`src/rtl/evw_pkg.sv`:
```
package evw_pkg;

    localparam int EVW_DW = 32;
    localparam int EVW_SW = 6;
    localparam int EVW_CW = EVW_SW + 1;

    typedef enum logic [1:0] {
        SND_IDLE = 2'd0,
        SND_WT   = 2'd1,
        SND_EV   = 2'd2,
        SND_DONE = 2'd3
    } evw_snd_e;

    // Column code of data bit idx: the idx-th value that is not a power of two.
    function automatic logic [EVW_SW-1:0] evw_col(input int idx);
        int n;
        logic [EVW_SW-1:0] r;
        n = 0;
        r = '0;
        for (int v = 3; v < (1 << EVW_SW); v++) begin
            if ((v & (v - 1)) != 0) begin
                if (n == idx) r = v[EVW_SW-1:0];
                n++;
            end
        end
        return r;
    endfunction

    function automatic logic [EVW_CW-1:0] evw_encode(input logic [EVW_DW-1:0] d);
        logic [EVW_CW-1:0] c;
        logic [EVW_SW-1:0] s;
        c = '0;
        for (int i = 0; i < EVW_DW; i++) begin
            s = evw_col(i);
            for (int k = 0; k < EVW_SW; k++) begin
                if (s[k]) c[k] = c[k] ^ d[i];
            end
        end
        c[EVW_CW-1] = (^d) ^ (^c[EVW_SW-1:0]);
        return c;
    endfunction

endpackage

```
`src/rtl/evw_secded_dec.sv`:
```
module evw_secded_dec
    import evw_pkg::*;
(
    input  logic [EVW_DW-1:0] raw_data,
    input  logic [EVW_CW-1:0] raw_chk,
    output logic [EVW_DW-1:0] fix_data,
    output logic              corr_err,
    output logic              uncorr_err
);

    logic [EVW_CW-1:0] recomputed;
    logic [EVW_SW-1:0] syn;
    logic              ovr;
    logic              hit;

    assign recomputed = evw_encode(raw_data);
    assign syn        = recomputed[EVW_SW-1:0] ^ raw_chk[EVW_SW-1:0];
    assign ovr        = ^{raw_data, raw_chk};

    always_comb begin
        fix_data   = raw_data;
        corr_err   = 1'b0;
        uncorr_err = 1'b0;
        hit        = 1'b0;
        for (int i = 0; i < EVW_DW; i++) begin
            if (ovr && (syn == evw_col(i))) begin
                fix_data[i] = ~raw_data[i];
                hit         = 1'b1;
            end
        end
        if (ovr) begin
            if ((syn == '0) || $onehot(syn) || hit) corr_err = 1'b1;
            else                                    uncorr_err = 1'b1;
        end else if (syn != '0) begin
            uncorr_err = 1'b1;
        end
    end

endmodule

```
`src/rtl/evw_line_buf.sv`:
```
module evw_line_buf #(
    parameter  int WORDS = 8,
    parameter  int DW    = 32,
    localparam int IW    = $clog2(WORDS),
    localparam int EW    = DW + 1
) (
    input  logic          clk,
    input  logic          rst_n,
    input  logic          wr_en,
    input  logic [IW-1:0] wr_idx,
    input  logic [DW-1:0] wr_data,
    input  logic          wr_ue,
    input  logic [IW-1:0] rd_idx,
    output logic [DW-1:0] rd_data,
    output logic          rd_ue
);

    logic [WORDS*EW-1:0] flat;

    for (genvar g = 0; g < WORDS; g++) begin : g_ent
        logic [EW-1:0] ent_d;
        logic [EW-1:0] ent_q;

        always_comb begin
            ent_d = ent_q;
            if (wr_en && (wr_idx == IW'(g))) ent_d = {wr_ue, wr_data};
        end

        always_ff @(posedge clk or negedge rst_n) begin
            if (!rst_n) ent_q <= '0;
            else        ent_q <= ent_d;
        end

        assign flat[g*EW +: EW] = ent_q;
    end

    assign {rd_ue, rd_data} = flat[rd_idx*EW +: EW];

endmodule

```
`src/rtl/evw_beat_sel.sv`:
```
module evw_beat_sel #(
    parameter  int AW    = 32,
    parameter  int DW    = 32,
    parameter  int WORDS = 8,
    localparam int IW    = $clog2(WORDS),
    localparam int SW    = DW / 8,
    localparam int BO    = $clog2(SW)
) (
    input  logic          sel_line,
    input  logic [AW-1:0] wt_addr,
    input  logic [DW-1:0] wt_data,
    input  logic [SW-1:0] wt_strb,
    input  logic [AW-1:0] line_addr,
    input  logic [IW-1:0] beat,
    input  logic [DW-1:0] line_data,
    input  logic          line_ue,
    output logic [AW-1:0] out_addr,
    output logic [DW-1:0] out_data,
    output logic [SW-1:0] out_strb,
    output logic          out_last
);

    always_comb begin
        if (sel_line) begin
            out_addr = line_addr | (AW'(beat) << BO);
            out_data = line_data;
            out_strb = line_ue ? '0 : '1;
            out_last = (beat == IW'(WORDS - 1));
        end else begin
            out_addr = wt_addr;
            out_data = wt_data;
            out_strb = wt_strb;
            out_last = 1'b1;
        end
    end

endmodule

```
`src/rtl/evict_writer.sv`:
```
module evict_writer
    import evw_pkg::*;
#(
    parameter int ADDR_W     = 32,
    parameter int LINE_WORDS = 8
) (
    input  logic                  clk,
    input  logic                  rst_n,
    input  logic                  parity_mode,
    input  logic                  ce_abort_en,
    input  logic                  ev_req,
    input  logic [ADDR_W-1:0]     ev_addr,
    input  logic                  ev_tag_ue,
    input  logic                  ev_dirty_ue,
    input  logic                  wd_valid,
    input  logic [EVW_DW-1:0]     wd_data,
    input  logic [EVW_CW-1:0]     wd_ecc,
    input  logic                  wt_valid,
    output logic                  wt_ready,
    input  logic [ADDR_W-1:0]     wt_addr,
    input  logic [EVW_DW-1:0]     wt_data,
    input  logic [EVW_DW/8-1:0]   wt_strb,
    output logic                  bus_valid,
    input  logic                  bus_ready,
    output logic [ADDR_W-1:0]     bus_addr,
    output logic [EVW_DW-1:0]     bus_data,
    output logic [EVW_DW/8-1:0]   bus_strb,
    output logic                  bus_last,
    output logic                  ev_done,
    output logic                  abort_req,
    output logic [2:0]            abort_cause
);

    localparam int IW     = $clog2(LINE_WORDS);
    localparam int STRB_W = EVW_DW / 8;
    localparam int OFF_W  = IW + $clog2(STRB_W);

    typedef struct packed {
        logic                  fill_act;
        logic [IW-1:0]         fill_cnt;
        logic                  line_full;
        logic [ADDR_W-1:0]     line_addr;
        logic                  meta_ue;
        logic                  data_ue;
        logic                  ce_seen;
        evw_snd_e              snd;
        logic [IW-1:0]         beat;
        logic [ADDR_W-1:0]     wt_addr;
        logic [EVW_DW-1:0]     wt_data;
        logic [STRB_W-1:0]     wt_strb;
    } evw_st_t;

    evw_st_t st_d, st_q;

    logic [EVW_DW-1:0] dec_data;
    logic              dec_ce;
    logic              dec_ue;
    logic              word_take;
    logic              ev_take;
    logic [EVW_DW-1:0] buf_data;
    logic              buf_ue;

    evw_secded_dec u_dec (
        .raw_data   (wd_data),
        .raw_chk    (wd_ecc),
        .fix_data   (dec_data),
        .corr_err   (dec_ce),
        .uncorr_err (dec_ue)
    );

    evw_line_buf #(.WORDS(LINE_WORDS), .DW(EVW_DW)) u_buf (
        .clk     (clk),
        .rst_n   (rst_n),
        .wr_en   (word_take),
        .wr_idx  (st_q.fill_cnt),
        .wr_data (dec_data),
        .wr_ue   (dec_ue),
        .rd_idx  (st_q.beat),
        .rd_data (buf_data),
        .rd_ue   (buf_ue)
    );

    evw_beat_sel #(.AW(ADDR_W), .DW(EVW_DW), .WORDS(LINE_WORDS)) u_sel (
        .sel_line  (st_q.snd == SND_EV),
        .wt_addr   (st_q.wt_addr),
        .wt_data   (st_q.wt_data),
        .wt_strb   (st_q.wt_strb),
        .line_addr (st_q.line_addr),
        .beat      (st_q.beat),
        .line_data (buf_data),
        .line_ue   (buf_ue),
        .out_addr  (bus_addr),
        .out_data  (bus_data),
        .out_strb  (bus_strb),
        .out_last  (bus_last)
    );

    always_comb begin
        st_d      = st_q;
        ev_take   = ev_req && !parity_mode && !st_q.fill_act && !st_q.line_full;
        word_take = wd_valid && st_q.fill_act;
        wt_ready  = (st_q.snd == SND_IDLE) && !st_q.line_full && !st_q.fill_act && !ev_take;

        // collection side
        if (ev_take) begin
            st_d.fill_act  = 1'b1;
            st_d.fill_cnt  = '0;
            st_d.line_addr = {ev_addr[ADDR_W-1:OFF_W], OFF_W'(0)};
            st_d.meta_ue   = ev_tag_ue || ev_dirty_ue;
            st_d.data_ue   = 1'b0;
            st_d.ce_seen   = 1'b0;
        end
        if (word_take) begin
            st_d.ce_seen  = st_q.ce_seen || dec_ce;
            st_d.data_ue  = st_q.data_ue || dec_ue;
            st_d.fill_cnt = st_q.fill_cnt + 1'b1;
            if (st_q.fill_cnt == IW'(LINE_WORDS - 1)) begin
                st_d.fill_act  = 1'b0;
                st_d.line_full = 1'b1;
            end
        end

        // sending side
        unique case (st_q.snd)
            SND_IDLE: begin
                if (st_q.line_full) begin
                    st_d.snd  = st_q.meta_ue ? SND_DONE : SND_EV;
                    st_d.beat = '0;
                end else if (wt_valid && wt_ready) begin
                    st_d.snd     = SND_WT;
                    st_d.wt_addr = wt_addr;
                    st_d.wt_data = wt_data;
                    st_d.wt_strb = wt_strb;
                end
            end
            SND_WT: begin
                if (bus_ready) st_d.snd = SND_IDLE;
            end
            SND_EV: begin
                if (bus_ready) begin
                    if (st_q.beat == IW'(LINE_WORDS - 1)) st_d.snd = SND_DONE;
                    else                                   st_d.beat = st_q.beat + 1'b1;
                end
            end
            SND_DONE: begin
                st_d.line_full = 1'b0;
                st_d.snd       = SND_IDLE;
            end
            default: st_d.snd = SND_IDLE;
        endcase

        bus_valid   = (st_q.snd == SND_WT) || (st_q.snd == SND_EV);
        ev_done     = (st_q.snd == SND_DONE);
        abort_req   = ev_done && (st_q.meta_ue || st_q.data_ue || (st_q.ce_seen && ce_abort_en));
        abort_cause = ev_done ? {st_q.ce_seen, st_q.data_ue, st_q.meta_ue} : 3'b000;
    end

    always_ff @(posedge clk or negedge rst_n) begin
        if (!rst_n) st_q <= '0;
        else        st_q <= st_d;
    end

    // stalled beat is held unchanged
    a_r6_beat_held: assert property (@(posedge clk) disable iff (!rst_n)
        bus_valid && !bus_ready |=> bus_valid && $stable(bus_addr) && $stable(bus_data)
                                   && $stable(bus_strb) && $stable(bus_last));

    // completion is a single-cycle pulse
    a_r8_done_pulse: assert property (@(posedge clk) disable iff (!rst_n)
        ev_done |=> !ev_done);

    // abort only together with completion
    a_r8_abort_at_done: assert property (@(posedge clk) disable iff (!rst_n)
        abort_req |-> ev_done);

    // a cancelled line never reaches the burst state
    a_r4_cancel_no_burst: assert property (@(posedge clk) disable iff (!rst_n)
        st_q.line_full && st_q.meta_ue |-> st_q.snd != SND_EV);

    // eviction beats carry all strobes or none
    a_r3_strb_all_or_none: assert property (@(posedge clk) disable iff (!rst_n)
        st_q.snd == SND_EV |-> (bus_strb == '1) || (bus_strb == '0));

    // parity mode never starts collection
    a_r5_no_fill_in_parity: assert property (@(posedge clk) disable iff (!rst_n)
        parity_mode && !st_q.fill_act |=> !st_q.fill_act);

    // store acceptance never overlaps a beat on the bus
    a_r7_wt_excl: assert property (@(posedge clk) disable iff (!rst_n)
        wt_ready |-> !bus_valid);

    // decoder never flags both error classes for one word
    a_r2_dec_excl: assert property (@(posedge clk) disable iff (!rst_n)
        word_take |-> !(dec_ce && dec_ue));

endmodule

```
`config.mk`:
```
export PLATFORM = sky130hd
export DESIGN_NAME = evict_writer
export DESIGN_NICKNAME = d
export VERILOG_FILES = /design/src/rtl/evw_pkg.sv /design/src/rtl/evw_secded_dec.sv /design/src/rtl/evw_line_buf.sv /design/src/rtl/evw_beat_sel.sv /design/src/rtl/evict_writer.sv
export SDC_FILE = /design/constraint.sdc
export NUM_CORES = 1
export LEC_CHECK = 0
export BUFFER_PORTS_ARGS = -buffer_cell sky130_fd_sc_hd__buf_2
export CORE_MARGIN = 2
export CORE_UTILIZATION = 39
export CTS_BUF_LIST = sky130_fd_sc_hd__clkbuf_8
export DETAILED_ROUTE_END_ITERATION = 8
export PLACE_DENSITY_LB_ADDON = 0.3
export SETUP_SLACK_MARGIN = 0.05
export SYNTH_ARGS = -nofsm -noshare
export SYNTH_HDL_FRONTEND = slang
export SYNTH_SLANG_ARGS = --single-unit
```
`constraint.sdc`:
```
create_clock -name clk -period 2.99 [get_ports clk]
set_input_delay 0.1495 -clock clk [delete_from_list [all_inputs] [get_ports clk]]
set_output_delay 0.1495 -clock clk [all_outputs]
set_load 0.01 [all_outputs]
```
==> metrics, run 1 <==
status=completed; minimum period implied by the final worst setup slack=2.96 ns; XOR/XNOR share of the synthesized area=3.98%; count of endpoints failing hold in the final timing report=0; post-synthesis mux area share=15.6%; Slew Limit Headroom=39.1%; via count of the first global-routing pass=15,000; global routing usage on met2=between 30 and 40%; wire length of the first global-routing pass=86.3 mm; buffers from clock root to sink, at most=3; gr usage total=22.4%; main combinational cell family by area after synthesis=multiplexers; Setup crit start kind=input pin; Power per Cell Area=~1100 nW/um^2; delay of the slowest cell on the worst path=0.49 ns; Mapped Avg Cell Area=10.9 um^2; nets@finish=2,221; largest net degree at the start of global routing=90; clock buffer count from CTS=66; number of distinct library cell variants in the gate-level netlist after synthesis=46; post-detailed-route count of antenna-violating nets=0; asr flop ratio synth=100%; most frequently used flop master after synthesis=sky130_fd_sc_hd__dfrtp_1; number of violations reported at the end of detailed-routing iteration 0=around 1,200; Clock H-tree levels=3; worst IR drop on VDD=between 0.6 and 0.7 mV; final worst-path setup slack=0.0327 ns; unrepaired setup endpoints after global routing=true; TNS Setup=0 ns; post-route cell area=23,300 um^2; overall die area=48,800 um^2; number of buffer cells added on primary ports=219; overall power=about 0.026 W; WP data required=3.50 ns; Die Ht=221 um; core occupancy in the finished layout=50.2%; starting utilization of the core area=between 30% and 40%; share of the yosys chip area belonging to registers=50.7%; Least-Margin Pin Slew=approximately 0.91 ns; ratio of final minimum period to clock period=between 90 and 100%; met3 track demand over resource=approximately 5%; start point of the critical path=wd_data[20]; number of max-cap violations=0; initial antenna violation count=4; GP Congestion=around 0.83; synth warn=0; root buffer cell=sky130_fd_sc_hd__clkbuf_8; post-detailed-routing wire length=54.8 mm; Final setup violation count=0; worst slack, placed=-0.678 ns; Die Span X=221 um; Slowest cell on crit path=sky130_fd_sc_hd__fa_1; fraction of final layout cells sized beyond drive strength 1=between 30% and 40%; ordered list of cells on the worst path=buf_8 -> xnor2_4 -> xnor3_1 -> xnor3_2 -> xor2_2 -> inv_1 -> ha_2 -> fa_1 -> ha_2 -> xor2_2 -> nor3b_2 -> a221oi_2 -> and4_4 -> o21ai_4 -> a22o_1; Post-synth EDFFs=0; average wire per standard cell=a little over 20 um; latest clock arrival within the worst-skew pair=approximately 0.63 ns; post-DR vias/cell=5.55; # clock sinks=372; achievable clock frequency=0.338 GHz; fraction of the mapped netlist area in compound gates=12.8%; detailed placer's ending HPWL=~35 mm; area added between synthesis and finish=27.1%; worst min-delay path category=in2reg; DRC violations left=0; most frequent cells in the layout=370 x sky130_fd_sc_hd__dfrtp_1, 302 x sky130_fd_sc_hd__nor2_1, 296 x sky130_fd_sc_hd__a31oi_1; area share of and/or/nand/nor cells after synthesis=10.9%; worst flop-to-flop path startpoint=st_q[71]$_DFFE_PN0P_; flip-flop and latch count after synthesis=372; maximum fanout count along the critical path=5; met1 demand-to-capacity share in global routing=30.1%; data arrival time of the critical path=3.47 ns; placed standard-cell area=20,800 um^2; via count=15,000; Mapped Area=18,400 um^2; synthesized netlist cell count=between 1,500 and 2,000; Setup Skew=roughly 0.049 ns; busiest metal layer after global routing=met2; CTS tree=built; Net Count, Synth=1,860; fraction of the mapped netlist area in adder cells=about 2.0%; critical path class=in2reg; Reg clk slew, reported paths=0.06 ns; length of the first detailed-routing pass in iterations=5; Critical Path End Type=flip-flop; Static Leakage=9.99 nW; grt ovf=0; worst hold path startpoint=wd_data[30]; I/O pin count=225; Pins Over Slew Limit=0; Core Footprint=46,500 um^2; row count=79; leading cell type in the layout, fill and taps excluded=sky130_fd_sc_hd__dfrtp_1
[critical path: cells and delay by family]
kind / cells / cell delay [ns]
AO/OA/AOI/OAI: 3 / 0.46
XOR/XNOR: 5 / 1.43
adder cells (fa/ha/maj): 3 / 0.86
buffers and inverters: 2 / 0.19
AND/OR/NAND/NOR: 2 / 0.36
[synth_stat cells (12+ instances only)]
cell type | n | area share, %
sky130_fd_sc_hd__buf_1 | 12 | 0.25
sky130_fd_sc_hd__dfrtp_1 | 372 | 51
sky130_fd_sc_hd__o21ai_0 | 17 | 0.46
sky130_fd_sc_hd__xor2_1 | 12 | 0.57
sky130_fd_sc_hd__ha_1 | 26 | 1.8
sky130_fd_sc_hd__mux2_2 | 122 | 7.5
sky130_fd_sc_hd__clkbuf_1 | 108 | 2.2
sky130_fd_sc_hd__inv_1 | 20 | 0.41
sky130_fd_sc_hd__xnor2_1 | 49 | 2.3
sky130_fd_sc_hd__nor2_1 | 302 | 6.2
sky130_fd_sc_hd__mux4_2 | 66 | 8.1
sky130_fd_sc_hd__or3_1 | 33 | 1.1
sky130_fd_sc_hd__nand2_1 | 88 | 1.8
sky130_fd_sc_hd__nand3_1 | 33 | 0.90
sky130_fd_sc_hd__a31oi_1 | 296 | 10
sky130_fd_sc_hd__o21ai_2 | 27 | 1.3
sky130_fd_sc_hd__buf_2 | 31 | 0.85
[registers in the layout, summed over array words and instances, names as in the netlist]
register / cells
st_q: 108
u_buf.g_ent.ent_q: 264
[area by class of cell]
class | instances | area (um^2)
well taps | 607 | 759
fillers | 4174 | 23100
flip-flops and latches | 372 | 9310
diodes | 5 | 12.5
clock buffers | 88 | 1210
multi-input cells | 1136 | 8480
clock inverters | 30 | 176
repair buffers | 447 | 3290
inverters | 21 | 78.8
[kinds of logic after synthesis]
family | Yosys count
compound gates | 366
xor+xnor | 70
fa+ha+maj | 28
buf+inv | 176
flops | 372
mux | 189
simple gates | 482
[stage by stage]
step	instances	hold WS [ns]
floorplan	1683	-0.146
global placement	2479	0.212
detailed placement	2479	0.223
CTS	2697	0.0111
global route	2702	0.0507
finish	2706	0.0552
[where the power goes]
part	leakage [nW]	total, W	internal, W	switching, W
Clock	0.796	0.00493	0.00279	0.00214
Combinational	4.89	0.0122	0.00574	0.00650
Sequential	4.31	0.00891	0.00755	0.00136
Total	9.99	0.0261	0.0161	0.0100
[worst paths after layout]
| path | endpoint | slack [ns] | cells after the start |
|---|---|---|---|
| max | st_q[73]$_DFFE_PN0P_ | 0.03 | 15 |
| min | u_buf.g_ent[1].ent_q[30]$_DFFE_PN0P_ | 0.06 | 4 |
| max reg2reg | st_q[25]$_DFFE_PN0P_ | 0.67 | 7 |
| min reg2reg | st_q[89]$_DFFE_PN0P_ | 0.50 | 1 |
| max in group asynchronous | u_buf.g_ent[7].ent_q[28]$_DFFE_PN0P_ | 1.93 | 3 |
| min in group asynchronous | u_buf.g_ent[7].ent_q[10]$_DFFE_PN0P_ | 0.16 | 2 |
[routing by layer]
| layer | wire length (um) | vias to the layer above |
|---|---|---|
| met4 | 1750 | 4 |
| met2 | 25300 | 552 |
| met5 | 26 | - |
| li1 | - | 6817 |
| met1 | 24000 | 7527 |
| met3 | 3750 | 117 |
[what timing repair did]
| item | CTS | global route |
|---|---|---|
| gates cloned | 0 | 1 |
| pin swaps | 1 | 9 |
| hold buffers | 99 | 0 |
| gates resized for setup | 1 | 16 |
| buffers inserted | 1 | 3 |
| hold endpoints to repair | 183 | 0 |
| endpoints found under the setup margin | 12 | 10 |
Note: power is estimated with default switching activity, not from simulation.
==> run 2: changes to the inputs <==
--- a/config.mk
+++ b/config.mk
@@ -10,7 +10,7 @@
 export CORE_UTILIZATION = 39
 export CTS_BUF_LIST = sky130_fd_sc_hd__clkbuf_8
 export DETAILED_ROUTE_END_ITERATION = 8
-export PLACE_DENSITY_LB_ADDON = 0.3
+export PLACE_DENSITY = 0.63
 export SETUP_SLACK_MARGIN = 0.05
 export SYNTH_ARGS = -nofsm -noshare
 export SYNTH_HDL_FRONTEND = slang
==> metrics, run 2 (same netlist as run 1, synthesis figures left out) <==
# clock sinks=372; worst IR drop on VDD=0.965 mV; average wire per standard cell=20.7 um; overall die area=48,800 um^2; clock buffer count from CTS=66; number of violations reported at the end of detailed-routing iteration 0=1,246; largest net degree at the start of global routing=100; post-detailed-route count of antenna-violating nets=0; most frequent cells in the layout=370 x sky130_fd_sc_hd__dfrtp_1, 302 x sky130_fd_sc_hd__nor2_1, 296 x sky130_fd_sc_hd__a31oi_1; achievable clock frequency=~0.33 GHz; Static Leakage=9.94 nW; count of endpoints failing hold in the final timing report=0; tightest hold margin=0.0540 ns; WP data required=3.51 ns; Setup Skew=0.0267 ns; worst min-delay path category=in2reg; grt ovf=0; register with the most flip-flops=u_buf.g_ent.ent_q; critical path class=in2reg; ratio of final minimum period to clock period=101%; largest registers=u_buf.g_ent.ent_q: 264 flops, st_q: 108 flops; Die Span X=approximately 220 um; status=finished, violations left; length of the first detailed-routing pass in iterations=5; unrepaired setup endpoints after global routing=true; maximum fanout count along the critical path=5; data arrival time of the critical path=~3.5 ns; starting utilization of the core area=39.5%; minimum period implied by the final worst setup slack=3.02 ns; Final setup violation count=1; number of max-cap violations=0; Die Ht=between 200 and 250 um; I/O pin count=~230; gr usage total=between 20 and 25%; leading cell type in the layout, fill and taps excluded=sky130_fd_sc_hd__dfrtp_1; post-detailed-routing wire length=55.7 mm; fraction of final layout cells sized beyond drive strength 1=between 30% and 40%; area added between synthesis and finish=26.8%; Setup crit start kind=input pin; via count=between 10,000 and 15,000; final worst-path setup slack=-0.0284 ns; detailed placer's ending HPWL=36.3 mm; row count=79; Pins Over Slew Limit=0; wire length of the first global-routing pass=a little under 90 mm; Slew Limit Headroom=42.0%; post-DR vias/cell=approximately 5.5; Critical Path End Type=flip-flop; violated checks=setup timing; Core Footprint=46,500 um^2; nets@finish=between 2,000 and 2,500; Largest register FFs=around 260; Reg clk slew, reported paths=0.06 ns; Clock H-tree levels=3; latest clock arrival within the worst-skew pair=approximately 0.63 ns; Power per Cell Area=1130 nW/um^2; Least-Margin Pin Slew=0.865 ns; root buffer cell=sky130_fd_sc_hd__clkbuf_8; number of buffer cells added on primary ports=approximately 220; CTS tree=built; initial antenna violation count=1; number of fillers in the final layout=4,179; via count of the first global-routing pass=15,200; DRC violations left=0; overall power=0.0264 W; GP Congestion=0.829; buffers from clock root to sink, at most=3
[run 2: changes by cell type in the layout (fill, tap and decap cells not counted), moves of 3 or more]
cell / before / now
sky130_fd_sc_hd__buf_4: 112 / 105
sky130_fd_sc_hd__clkbuf_8: 88 / 84
sky130_fd_sc_hd__inv_1: 43 / 39
sky130_fd_sc_hd__diode_2: 5 / 2
[run 2: power by group]
group / switching (W) / internal (W)
clock network: 0.00214 / 0.00286
registers: 0.00143 / 0.00755
logic: 0.00666 / 0.00572
[run 2: routing by layer]
metal	up-vias	part of all wire [%]	GRT usage [%]	wire [um]
met5	-	0	0	0
met4	0	1.8	6.78	998
met3	77	6.1	4.13	3400
met2	516	46	36.2	25800
met1	7450	46	32.3	25500
li1	6798	-	-	-
[run 2: critical path, cell delays in order]
cell	delay (ns)
sky130_fd_sc_hd__buf_6	0.10
sky130_fd_sc_hd__xnor2_2	0.14
sky130_fd_sc_hd__xnor3_1	0.47
sky130_fd_sc_hd__xnor3_2	0.47
sky130_fd_sc_hd__xor2_4	0.19
sky130_fd_sc_hd__ha_1	0.28
sky130_fd_sc_hd__inv_1	0.05
sky130_fd_sc_hd__fa_2	0.38
sky130_fd_sc_hd__ha_2	0.21
sky130_fd_sc_hd__xor2_2	0.19
sky130_fd_sc_hd__nor3b_2	0.08
sky130_fd_sc_hd__a221oi_2	0.22
sky130_fd_sc_hd__and4_4	0.31
sky130_fd_sc_hd__o21ai_4	0.09
sky130_fd_sc_hd__a22o_1	0.20
[run 2: worst paths after layout]
path	cells after the start	slack, ns	end	from
setup / recovery	15	-0.03	st_q[73]$_DFFE_PN0P_	wd_data[14]
max in group asynchronous	3	1.83	u_buf.g_ent[6].ent_q[29]$_DFFE_PN0P_	rst_n
hold reg to reg	1	0.50	st_q[88]$_DFFE_PN0P_	st_q[88]$_DFFE_PN0P_
setup reg to reg	7	0.66	st_q[18]$_DFFE_PN0P_	st_q[71]$_DFFE_PN0P_
hold / removal	4	0.05	u_buf.g_ent[5].ent_q[30]$_DFFE_PN0P_	wd_data[30]
min in group asynchronous	2	0.15	st_q[21]$_DFFE_PN0P_	rst_n
[run 2: per-stage QoR]
stage	area, um^2	std cells	util [%]	setup WS [ns]	setup TNS [ns]
floorplan	18400	1683	-	-0.227	-1.36
global placement	20800	2474	44.7	-0.695	-7.30
detailed placement	20800	2474	44.7	-0.757	-12.95
CTS	23200	2690	50.0	0.0164	0
global route	23300	2691	50.1	-0.0656	-0.164
finish	23300	2692	50.1	-0.0284	-0.0284
[run 2: repair_timing]
item | in CTS | in global routing
buffers inserted | 2 | 0
cloned | 1 | 0
hold buffers | 99 | 0
pin swaps | 10 | 4
endpoints found under the hold margin | 192 | 0
gates resized for setup | 8 | 9
setup endpoints to repair | 24 | 10
[run 2: cell type report]
| class | count | area (um^2) | area share (%) |
|---|---|---|---|
| Clock inverter | 30 | 228 | 0.979 |
| Clock buffer | 84 | 1160 | 4.97 |
| Timing Repair Buffer | 440 | 3260 | 14.0 |
| Multi-Input combinational cell | 1136 | 8470 | 36.4 |
| Tap cell | 607 | 759 | 3.26 |
| Inverter | 21 | 78.8 | 0.339 |
| Sequential cell | 372 | 9310 | 40.0 |
| Antenna cell | 2 | 5.00 | 0.0215 |
